`src/rtl/osc_stop_pkg.sv`:
```
package osc_stop_pkg;
  localparam int unsigned EN_BIT   = 0;
  localparam int unsigned STAT_BIT = 7;
  localparam int unsigned REG_W    = 8;
  localparam int unsigned SYNC_DEF = 2;
endpackage

```
`src/rtl/osc_sync.sv`:
```
module osc_sync #(
  parameter int unsigned STAGES = 2
) (
  input  logic clk_i,
  input  logic rst_ni,
  input  logic d_i,
  output logic q_o
);
  logic [STAGES-1:0] sh_q;

  generate
    if (STAGES == 1) begin : g_one
      always_ff @(posedge clk_i or negedge rst_ni)
        if (!rst_ni) sh_q <= '0;
        else         sh_q <= d_i;
    end else begin : g_many
      always_ff @(posedge clk_i or negedge rst_ni)
        if (!rst_ni) sh_q <= '0;
        else         sh_q <= {sh_q[STAGES-2:0], d_i};
    end
  endgenerate

  assign q_o = sh_q[STAGES-1];
endmodule

```
`src/rtl/osc_edge_watch.sv`:
```
module osc_edge_watch #(
  parameter int unsigned TIMEOUT = 16
) (
  input  logic clk_i,
  input  logic rst_ni,
  input  logic mon_i,
  input  logic en_i,
  output logic fire_o
);
  localparam int unsigned CW = $clog2(TIMEOUT + 1);
  localparam logic [CW-1:0] LIM = CW'(TIMEOUT);

  logic          prev_q;
  logic          rise;
  logic [CW-1:0] cnt_q;
  logic          armed_q;
  logic          stopped;

  assign rise    = mon_i & ~prev_q;
  assign stopped = (cnt_q == LIM);
  assign fire_o  = en_i & armed_q & stopped & ~rise;

  always_ff @(posedge clk_i or negedge rst_ni) begin
    if (!rst_ni) begin
      prev_q  <= 1'b0;
      cnt_q   <= '0;
      armed_q <= 1'b0;
    end else begin
      prev_q <= mon_i;
      if (rise)          cnt_q <= '0;
      else if (!stopped) cnt_q <= cnt_q + 1'b1;
      // one request per stop: disarm until edges return
      if (rise)        armed_q <= 1'b1;
      else if (fire_o) armed_q <= 1'b0;
    end
  end
endmodule

```
`src/rtl/osc_pulse_gen.sv`:
```
module osc_pulse_gen #(
  parameter int unsigned PULSE_LEN = 4
) (
  input  logic clk_i,
  input  logic rst_ni,
  input  logic trig_i,
  output logic pulse_o
);
  localparam int unsigned PW = $clog2(PULSE_LEN + 1);
  logic [PW-1:0] cnt_q;

  always_ff @(posedge clk_i or negedge rst_ni) begin
    if (!rst_ni)          cnt_q <= '0;
    else if (trig_i)      cnt_q <= PW'(PULSE_LEN);
    else if (cnt_q != '0) cnt_q <= cnt_q - 1'b1;
  end

  assign pulse_o = (cnt_q != '0);
endmodule

```
`src/rtl/osc_stop_mon.sv`:
```
module osc_stop_mon
  import osc_stop_pkg::*;
#(
  parameter int unsigned TIMEOUT     = 16,
  parameter int unsigned PULSE_LEN   = 4,
  parameter int unsigned SYNC_STAGES = SYNC_DEF
) (
  input  logic             clk_i,
  input  logic             rst_ni,
  input  logic             int_rst_i,
  input  logic             mon_clk_i,
  input  logic             reg_wr_i,
  input  logic [REG_W-1:0] reg_wdata_i,
  output logic [REG_W-1:0] reg_rdata_o,
  output logic             rst_req_o
);
  logic mon_s;
  logic en_q;
  logic stat_q;
  logic fire;
  logic unused_wdata;

  assign unused_wdata = ^reg_wdata_i[STAT_BIT-1:EN_BIT+1];

  osc_sync #(.STAGES(SYNC_STAGES)) u_sync (
    .clk_i (clk_i),
    .rst_ni(rst_ni),
    .d_i   (mon_clk_i),
    .q_o   (mon_s)
  );

  osc_edge_watch #(.TIMEOUT(TIMEOUT)) u_watch (
    .clk_i (clk_i),
    .rst_ni(rst_ni),
    .mon_i (mon_s),
    .en_i  (en_q),
    .fire_o(fire)
  );

  osc_pulse_gen #(.PULSE_LEN(PULSE_LEN)) u_pulse (
    .clk_i  (clk_i),
    .rst_ni (rst_ni),
    .trig_i (fire),
    .pulse_o(rst_req_o)
  );

  always_ff @(posedge clk_i or negedge rst_ni) begin
    if (!rst_ni) begin
      en_q   <= 1'b0;
      stat_q <= 1'b0;
    end else begin
      if (int_rst_i)     en_q <= 1'b0;
      else if (reg_wr_i) en_q <= reg_wdata_i[EN_BIT];
      // status survives int_rst_i; only a written 0 clears it, detection wins
      if (fire)                                    stat_q <= 1'b1;
      else if (reg_wr_i && !reg_wdata_i[STAT_BIT]) stat_q <= 1'b0;
    end
  end

  always_comb begin
    reg_rdata_o           = '0;
    reg_rdata_o[EN_BIT]   = en_q;
    reg_rdata_o[STAT_BIT] = stat_q;
  end
endmodule

```
`config.mk`:
```
export PLATFORM = sky130hd
export DESIGN_NAME = osc_stop_mon
export DESIGN_NICKNAME = d
export VERILOG_FILES = /design/src/rtl/osc_stop_pkg.sv /design/src/rtl/osc_sync.sv /design/src/rtl/osc_edge_watch.sv /design/src/rtl/osc_pulse_gen.sv /design/src/rtl/osc_stop_mon.sv
export SDC_FILE = /design/constraint.sdc
export NUM_CORES = 1
export LEC_CHECK = 0
export BUFFER_PORTS_ARGS = -buffer_cell sky130_fd_sc_hd__buf_4
export CORE_MARGIN = 2
export CORE_UTILIZATION = 48
export DETAILED_ROUTE_END_ITERATION = 12
export PLACE_DENSITY_LB_ADDON = 0.25
export SKIP_LAST_GASP = 1
export SLEW_MARGIN = 10
export SYNTH_ARGS = -nofsm -noshare
export SYNTH_HDL_FRONTEND = slang
export SYNTH_HIERARCHICAL = 1
export SYNTH_SLANG_ARGS = --single-unit
```
`constraint.sdc`:
```
create_clock -name clk_i -period 2 [get_ports clk_i]
set_input_delay 0.3 -clock clk_i [delete_from_list [all_inputs] [get_ports clk_i]]
set_output_delay 0.3 -clock clk_i [all_outputs]
set_load 0.005 [all_outputs]
```
* After elaboration in Yosys (flattened, before gate mapping)
Cells that the tools add are included.
** Storage, ports and cells
- ROM bits :: 0
- Register bits after elaboration :: 14
- Input bits :: 13
- Memories kept :: 0
- Word-level logic and storage cells :: 34
- Memory bits (writable) :: 0
- Output and inout bits :: 9
- Bits in latches :: 0
** Operators by class
- Multiplexer cells :: 10
- $add $sub $neg :: 2
- Multipliers :: 0
- Shift-type cells :: 0
- Eq/ne operators :: 2
- Order comparisons :: 0
- Reductions and logical operators :: 7
- Divide/modulo/power cells :: 0
- Bitwise operators :: 6
** Operators with widths (count)
- 5-bit two-way mux :: 2
- 2-bit nonzero test :: 4
- 1-bit two-way mux :: 6
- 3-bit two-way mux :: 2
- 5-bit by 1-bit adder with 5-bit output (second input constant) :: 1
- 5-bit == test (second input constant) :: 1
- 1-bit AND :: 4
- 3-bit nonzero test :: 1
- 3-bit by 1-bit subtractor with 3-bit output (second input constant) :: 1
- 2-bit by 1-bit inequality test with 1-bit output (second input constant) :: 1
- 1-bit inverter :: 2
- 1-bit logical AND :: 1
- 1-bit logical NOT :: 1

* Logic depth before layout (Yosys ltp)
Gate-level depths: netlist (run 1).
- Depth after elaboration :: 6
- Depth in mapped cells :: 7
- Mapped depth without buffers :: 7

* Modules after synthesis
Netlist (run 1), hierarchy kept.
** Modules (own cells, without submodules)
- osc_edge_watch :: times used 1, area each 335.3 µm², cells an instance 29, sequential area each 175.2 µm²
- osc_pulse_gen :: times used 1, area each 177.7 µm², cells an instance 16, sequential area each 75.1 µm²
- osc_stop_mon :: times used 1, area each 141.4 µm², cells an instance 15, sequential area each 50.0 µm²
- osc_sync :: times used 1, area each 50.0 µm², cells an instance 2, sequential area each 50.0 µm²

* Least setup slack after synthesis (run 1)
OpenSTA, ideal clock, no wires.
- Kind :: reg-to-reg
- From :: register u_watch.cnt_q[0]
- To :: register u_pulse.cnt_q[0]
- Cell stages (with the launch flop) :: 8
- Arrival time :: 1.616 ns
- Buffers on the path :: 0
- Setup time :: 0.125 ns
- Clock period less this slack :: 1.741 ns
- Data required time :: 1.875 ns
- Path slack :: 0.259 ns
- Cell sequence :: dfrtp_1 inv_1 ha_1 and4bb_4 nand2_2 nor3b_2 and2b_1 mux2_2
** On the way
- Cells in the longest elaborated chain, start to end :: 4
- Elaborated cells between the ends (all ways) :: 5
- Those cells by class :: eq/ne: 1; mux: 1; bitwise: 2; reduce/logical: 1
** RTL lines
- start, declared :: RTL line osc_edge_watch.sv:15 : logic [CW-1:0] cnt_q;
- start signal, assigned :: RTL line osc_edge_watch.sv:31 : else if (!stopped) cnt_q <= cnt_q + 1'b1;
- 5-bit == test (*) :: RTL line osc_edge_watch.sv:20 : assign stopped = (cnt_q == LIM);
- 1-bit AND (*) (2 in series) :: RTL line osc_edge_watch.sv:21 : assign fire_o = en_i & armed_q & stopped & ~rise;
- net fire :: RTL line osc_stop_mon.sv:20 : logic fire;
- 3-bit two-way mux / 2-bit nonzero test (equally long branches)
- end signal, assigned :: RTL line osc_pulse_gen.sv:14 : else if (trig_i) cnt_q <= PW'(PULSE_LEN);
- end signal, assigned :: RTL line osc_pulse_gen.sv:15 : else if (cnt_q != '0) cnt_q <= cnt_q - 1'b1;
- end, declared :: RTL line osc_pulse_gen.sv:10 : logic [PW-1:0] cnt_q;
The timed path passes the listed nets; every way through them passes the cells marked *.
A chain may end at the register's enable or synchronous reset.

* Final worst setup path (run 1)
Same ends and word-level chain as after synthesis.

==> results of run 1 <==
-- through the flow --
step,cells,utilization,cell area [um2],setup WS [ps],hold WS (ps)
global placement,83,0.5647,753.2,168.5,155.9
global route,88,0.5994,799.5,55.44,105.9
floorplan,67,-,723.2,258.8,4.409
finish,88,0.5994,799.5,154.6,118.6
CTS,88,0.5994,799.5,150.8,109.6
detailed placement,83,0.5647,753.2,166.6,152.1
-- metal layers --
layer / vias up / wire, um
met5: - / 0
met4: 0 / 22
met3: 3 / 108
met2: 18 / 409
met1: 202 / 376
li1: 205 / -
-- timing repair --
action,in CTS,in global routing
endpoints found under the hold margin,14,0
setup endpoints to repair,0,0
hold buffers,1,0
-- synthesized netlist by cell type --
master    count
nor3_1        1
xnor2_1       2
nor2b_1       2
nand2b_1      1
nor3b_1       1
nor2_1        7
dfrtp_1      14
and2b_1       1
mux2_2        1
and4bb_4      1
clkbuf_1      1
buf_4         8
nand2_2       1
ha_1          4
conb_1        1
inv_1         4
a21o_1        2
a211oi_1      1
mux2i_1       2
nand3_1       2
nor3b_2       1
xor2_1        2
a211o_1       1
nand2b_4      1
-- path summary, 6_finish.rpt --
kind,endpoint,slack [ps],depth (start not counted)
max in group asynchronous,u_pulse/cnt_q[0]$_DFFE_PN0P_,1450,2
setup reg to reg,u_pulse/cnt_q[0]$_DFFE_PN0P_,150,7
min in group asynchronous,u_watch/cnt_q[2]$_DFFE_PN0P_,380,2
setup / recovery,u_pulse/cnt_q[0]$_DFFE_PN0P_,150,7
hold reg to reg,u_sync/sh_q[1]$_DFF_PN0_,360,0
hold / removal,u_sync/sh_q[0]$_DFF_PN0_,120,1
-- cell families after synthesis --
family / Yosys count
and+or+nand+nor: 19
DFF: 14
buffers and inverters: 13
adders and majority gates: 4
AOI/OAI and AO/OA: 4
xor gates and xnor gates: 4
muxes: 3
other: 1
-- power groups by stage --
| stage | Clock [W] | Combinational, W | Sequential, W |
|---|---|---|---|
| global route | 0.000220 | 0.000308 | 0.000419 |
| floorplan | 0 | 0.000230 | 0.000404 |
| global placement | 0 | 0.000267 | 0.000414 |
| detailed placement | 0 | 0.000275 | 0.000418 |
| finish | 0.000200 | 0.000276 | 0.000413 |
| CTS | 0.000207 | 0.000278 | 0.000412 |
-- area by class of cell --
| class | count | share of cell area |
|---|---|---|
| Multi-Input combinational cell | 40 | 0.3678 |
| Sequential cell | 14 | 0.4382 |
| Inverter | 4 | 0.01878 |
| Tap cell | 15 | 0.02347 |
| Timing Repair Buffer | 11 | 0.1064 |
| Clock buffer | 4 | 0.04538 |
-- sequential cells by signal, indices dropped and copies added, names as in the netlist --
| name | flops |
|---|---|
| u_pulse/cnt_q | 3 |
| stat_q | 1 |
| u_sync/sh_q | 2 |
| en_q | 1 |
| u_watch/armed_q | 1 |
| u_watch/prev_q | 1 |
| u_watch/cnt_q | 5 |
==> flow_metrics.tcl, run 1 <==
set metrics [dict create \
    cp-start-kind "register" \
    clk_latency_ps 290 \
    cap_violations 0 \
    dr.pass1.iters 2 \
    grt_first_pass_wirelength_um 1621 \
    synth_top_family_by_area "simple AND/OR/NAND/NOR gates" \
    io_buffers 9 \
    grt_overflow 0 \
    yosys_warnings 6 \
    seq_area_frac_synth 0.4973 \
    status "completed" \
    placementRows 13 \
    end_kind "register" \
    critPathSlowestCell "dfrtp_1" \
    met2_usage 0.2000 \
    crit_buf_inv 1 \
    globalRouteMet1Util 0.1342 \
    synthAdderAreaFrac 0.07105 \
    clkSinkCount 14 \
    p_clk_frac 0.225 \
    cts_buffer_depth 2 \
    grt_max_degree 15 \
    swShare 0.2991 \
    grt_use_total 0.1268 \
    antenna_cells 0 \
    timing.final.crit_share 0.9227 \
    cts_buffers 3 \
    yosys.area_share.simple 0.1758 \
    r2r_start "u_watch/cnt_q[0]$_DFFE_PN0P_" \
    fill_cells 108 \
    max_freq_ghz 0.5419 \
    io_pins 22 \
    yosys.area.top_type_share 0.4973 \
    cp_top_family "simple AND/OR/NAND/NOR gates" \
    wl_um 916 \
    p_leak_nw 0.4060 \
    finalNetCount 91 \
    post_cts_buffers 0 \
    final-hold-violation-count 0 \
    antenna_found_initial 0 \
    cts_root_buf "clkbuf_4" \
    netlist-cell-type-count 24 \
    core_um2 1334 \
    die_height_um 42.31 \
    cp_data_arrival_time_ps 2020 \
    start_util 0.5281 \
    setup_viol 0 \
    synth_xor_area_frac 0.04973 \
    ant_nets 0 \
    final_common_cell "dfrtp_1" \
    netlist_area_um2 704.4 \
    worstSetupPathType "reg2reg" \
    synth_seq_cells 14 \
    grt-busiest-layer "met2" \
    synth_top_cell_by_area "dfrtp_1" \
    met3_usage 0.06466 \
    cts.repair.resized 0 \
    finalPower_w 0.0008887 \
    synth_cells 62 \
    grt_pass1_vias 412 \
    cts.clk_slew.worst_paths_ps 70 \
    hold_start "mon_clk_i" \
    muxShareOfSynthArea 0.04440 \
    vias_per_cell 4.864 \
    critPathLaunch "u_watch/cnt_q[0]$_DFFE_PN0P_" \
    cts_tree "built" \
    final_cell_mix "dfrtp_1 (14), buf_4 (10), nor2_1 (7)" \
    path_max_fanout 4 \
    ir_worst_vdd_v 0.0006038 \
    cts_max_level 1 \
    drv_slew 0 \
    synth_compound_area_frac 0.04440 \
    cp.required_ps 2170 \
    power_density_nw_per_um2 1112 \
    finalClockSkew_ps 4.153 \
    fin_setup_tns_ps 0 \
    wl_per_cell_um 10.41 \
    gp_congestion 0.7731 \
    power.switching_w 0.0002658 \
    die_area_um2 1790 \
    hold_path.class "in2reg" \
    combPwrFrac 0.310 \
    dp_hpwl_um 696.3 \
    drc_errors 0 \
    layout-drive-gt1-share 0.2603 \
    min_period_ps 1845 \
    regArea_um2 350.3 \
    pwr-share-seq 0.465 \
    drt_iter0_drc 2 \
    slowest_delay_ps 400 \
    multi_input_area_um2 294.0 \
    die_w_um 42.31 \
    area_delta_synth_final_pct 13.50 \
    syn_avg_cell_area_um2 11.36 \
    rsz0062_at_grt "false" \
    synth_area_leaders "dfrtp_1 (50%), buf_4 (8.5%), ha_1 (7.1%)" \
    p_int_w 0.0006229 \
    vias 428 \
    path_cells "inv_1 -> ha_1 -> and4bb_4 -> nand2_2 -> nor3b_2 -> and2b_1 -> mux2_2" \
]
No activity file was read; power rests on OpenSTA's default activity.
==> inputs of run 2 (changes only) <==
--- a/config.mk
+++ b/config.mk
@@ -6,8 +6,9 @@
 export NUM_CORES = 1
 export LEC_CHECK = 0
 export BUFFER_PORTS_ARGS = -buffer_cell sky130_fd_sc_hd__buf_4
-export CORE_MARGIN = 2
+export CORE_MARGIN = 4
 export CORE_UTILIZATION = 48
+export CTS_CLUSTER_DIAMETER = 200
 export DETAILED_ROUTE_END_ITERATION = 12
 export PLACE_DENSITY_LB_ADDON = 0.25
 export SKIP_LAST_GASP = 1
==> flow_metrics.tcl, run 2 (synthesis results as in run 1) <==
set metrics [dict create \
    status "completed" \
    wl_per_cell_um 11.55 \
    cp.required_ps 2170 \
    cts_root_buf "clkbuf_4" \
    hold_path.class "in2reg" \
    drt_iter0_drc 3 \
    placementRows 13 \
    drc_errors 0 \
    end_kind "register" \
    post-place-ws_ps 170.5 \
    final-hold-violation-count 0 \
    gp_congestion 0.6231 \
    fill_cells 107 \
    slew-limit-headroom 0.6438 \
    wl_um 1016 \
    layout-drive-gt1-share 0.2603 \
    grt_overflow 0 \
    vias 422 \
    io_pins 22 \
    hold_slack_ps 123.7 \
    start_util 0.5281 \
    timing.final.crit_share 0.9198 \
    io_buffers 9 \
    setup_ws_ps 160.3 \
    cts_buffer_depth 2 \
    cap_violations 0 \
    p_leak_nw 0.4060 \
    power_density_nw_per_um2 1125 \
    setup_viol 0 \
    drv_slew 0 \
    regMostFlops "u_watch/cnt_q" \
    final_common_cell "dfrtp_1" \
    ant_nets 0 \
    max_freq_ghz 0.5436 \
    cts_buffers 3 \
    area_delta_synth_final_pct 13.50 \
    dr.pass1.iters 2 \
    cts.clk_slew.worst_paths_ps 90 \
    finalNetCount 91 \
    cp_data_arrival_time_ps 2010 \
    dp_hpwl_um 786.6 \
    ir_worst_vdd_v 0.0004911 \
    die_w_um 46.31 \
    grt_use_total 0.1209 \
    clkSinkCount 14 \
    cts_tree "built" \
    worstMarginPinSlew_ps 533.2 \
    min_period_ps 1840 \
    antenna_found_initial 0 \
    die_area_um2 2145 \
    vias_per_cell 4.795 \
    grt_first_pass_wirelength_um 1787 \
    finalClockSkew_ps 4.084 \
    largest_reg_flops 5 \
    grt_pass1_vias 418 \
    cts_max_level 1 \
    cp-start-kind "register" \
    largestRegisters "u_watch/cnt_q: 5 flops, u_pulse/cnt_q: 3 flops, u_sync/sh_q: 2 flops" \
    path_max_fanout 4 \
    core_um2 1334 \
    cts.repair.resized 0 \
    grt_max_degree 15 \
    antenna_cells 0 \
    die_height_um 46.31 \
    clk_latency_ps 280 \
    final_cell_mix "dfrtp_1 (14), buf_4 (10), nor2_1 (7)" \
    rsz0062_at_grt "false" \
    fin_setup_tns_ps 0 \
    worstSetupPathType "reg2reg" \
]
==> run 2: what timing repair did <==
action / in CTS / in global routing
hold buffers: 1 / 0
hold endpoints to repair: 14 / 0
setup buffers: 0 / 0
==> run 2: power breakdown <==
group	leakage, nW	total (W)	internal, W	switching (W)
combinational	0.214	0.000284	0.000159	0.000125
sequential	0.171	0.000411	0.000354	0.0000568
clock	0.0210	0.000205	0.000111	0.0000939
total	0.406	0.000900	0.000624	0.000276
==> run 2: path summary, 6_finish.rpt <==
| path | from | endpoint | slack, ps | cells after the start |
|---|---|---|---|---|
| hold reg to reg | u_sync/sh_q[0]$_DFF_PN0_ | u_sync/sh_q[1]$_DFF_PN0_ | 360 | 0 |
| max in group asynchronous | rst_ni | u_sync/sh_q[1]$_DFF_PN0_ | 1440 | 2 |
| hold / removal | mon_clk_i | u_sync/sh_q[0]$_DFF_PN0_ | 120 | 1 |
| setup reg to reg | u_watch/cnt_q[0]$_DFFE_PN0P_ | u_pulse/cnt_q[0]$_DFFE_PN0P_ | 160 | 7 |
| setup / recovery | u_watch/cnt_q[0]$_DFFE_PN0P_ | u_pulse/cnt_q[0]$_DFFE_PN0P_ | 160 | 7 |
| min in group asynchronous | rst_ni | en_q$_DFFE_PN0P_ | 390 | 2 |
==> run 2: cell type report <==
| class | count | area (um2) | share of cell area |
|---|---|---|---|
| multi-input combinational | 40 | 294.0 | 0.3678 |
| tap | 15 | 18.77 | 0.02347 |
| inverter | 4 | 15.01 | 0.01878 |
| sequential | 14 | 350.3 | 0.4382 |
| clock buffer | 4 | 36.28 | 0.04538 |
| timing repair buffer | 11 | 85.08 | 0.1064 |
==> run 2: metal layers <==
layer / global-route usage / vias up / wire length (um)
li1: - / 208 / -
met1: 0.1463 / 196 / 451
met2: 0.1896 / 16 / 451
met3: 0.04688 / 2 / 104
met4: 0.05114 / 0 / 9
met5: 0 / - / 0
==> run 2: through the flow <==
step,instances,utilization,area [um2],power [W]
after floorplan,67,-,723.2,0.0006334
after global placement,83,0.5647,753.2,0.0006840
after detailed placement,83,0.5647,753.2,0.0006996
after CTS,88,0.5994,799.5,0.0009086
after global routing,88,0.5994,799.5,0.0009723
final,88,0.5994,799.5,0.0008995
==> run 2: critical path, cell delays in order (launching register included) <==
cell and delay [ps]:
dfrtp_1 400, inv_1 100, ha_1 150, and4bb_4 290, nand2_2 70, nor3b_2 250, and2b_1 210, mux2_2 250
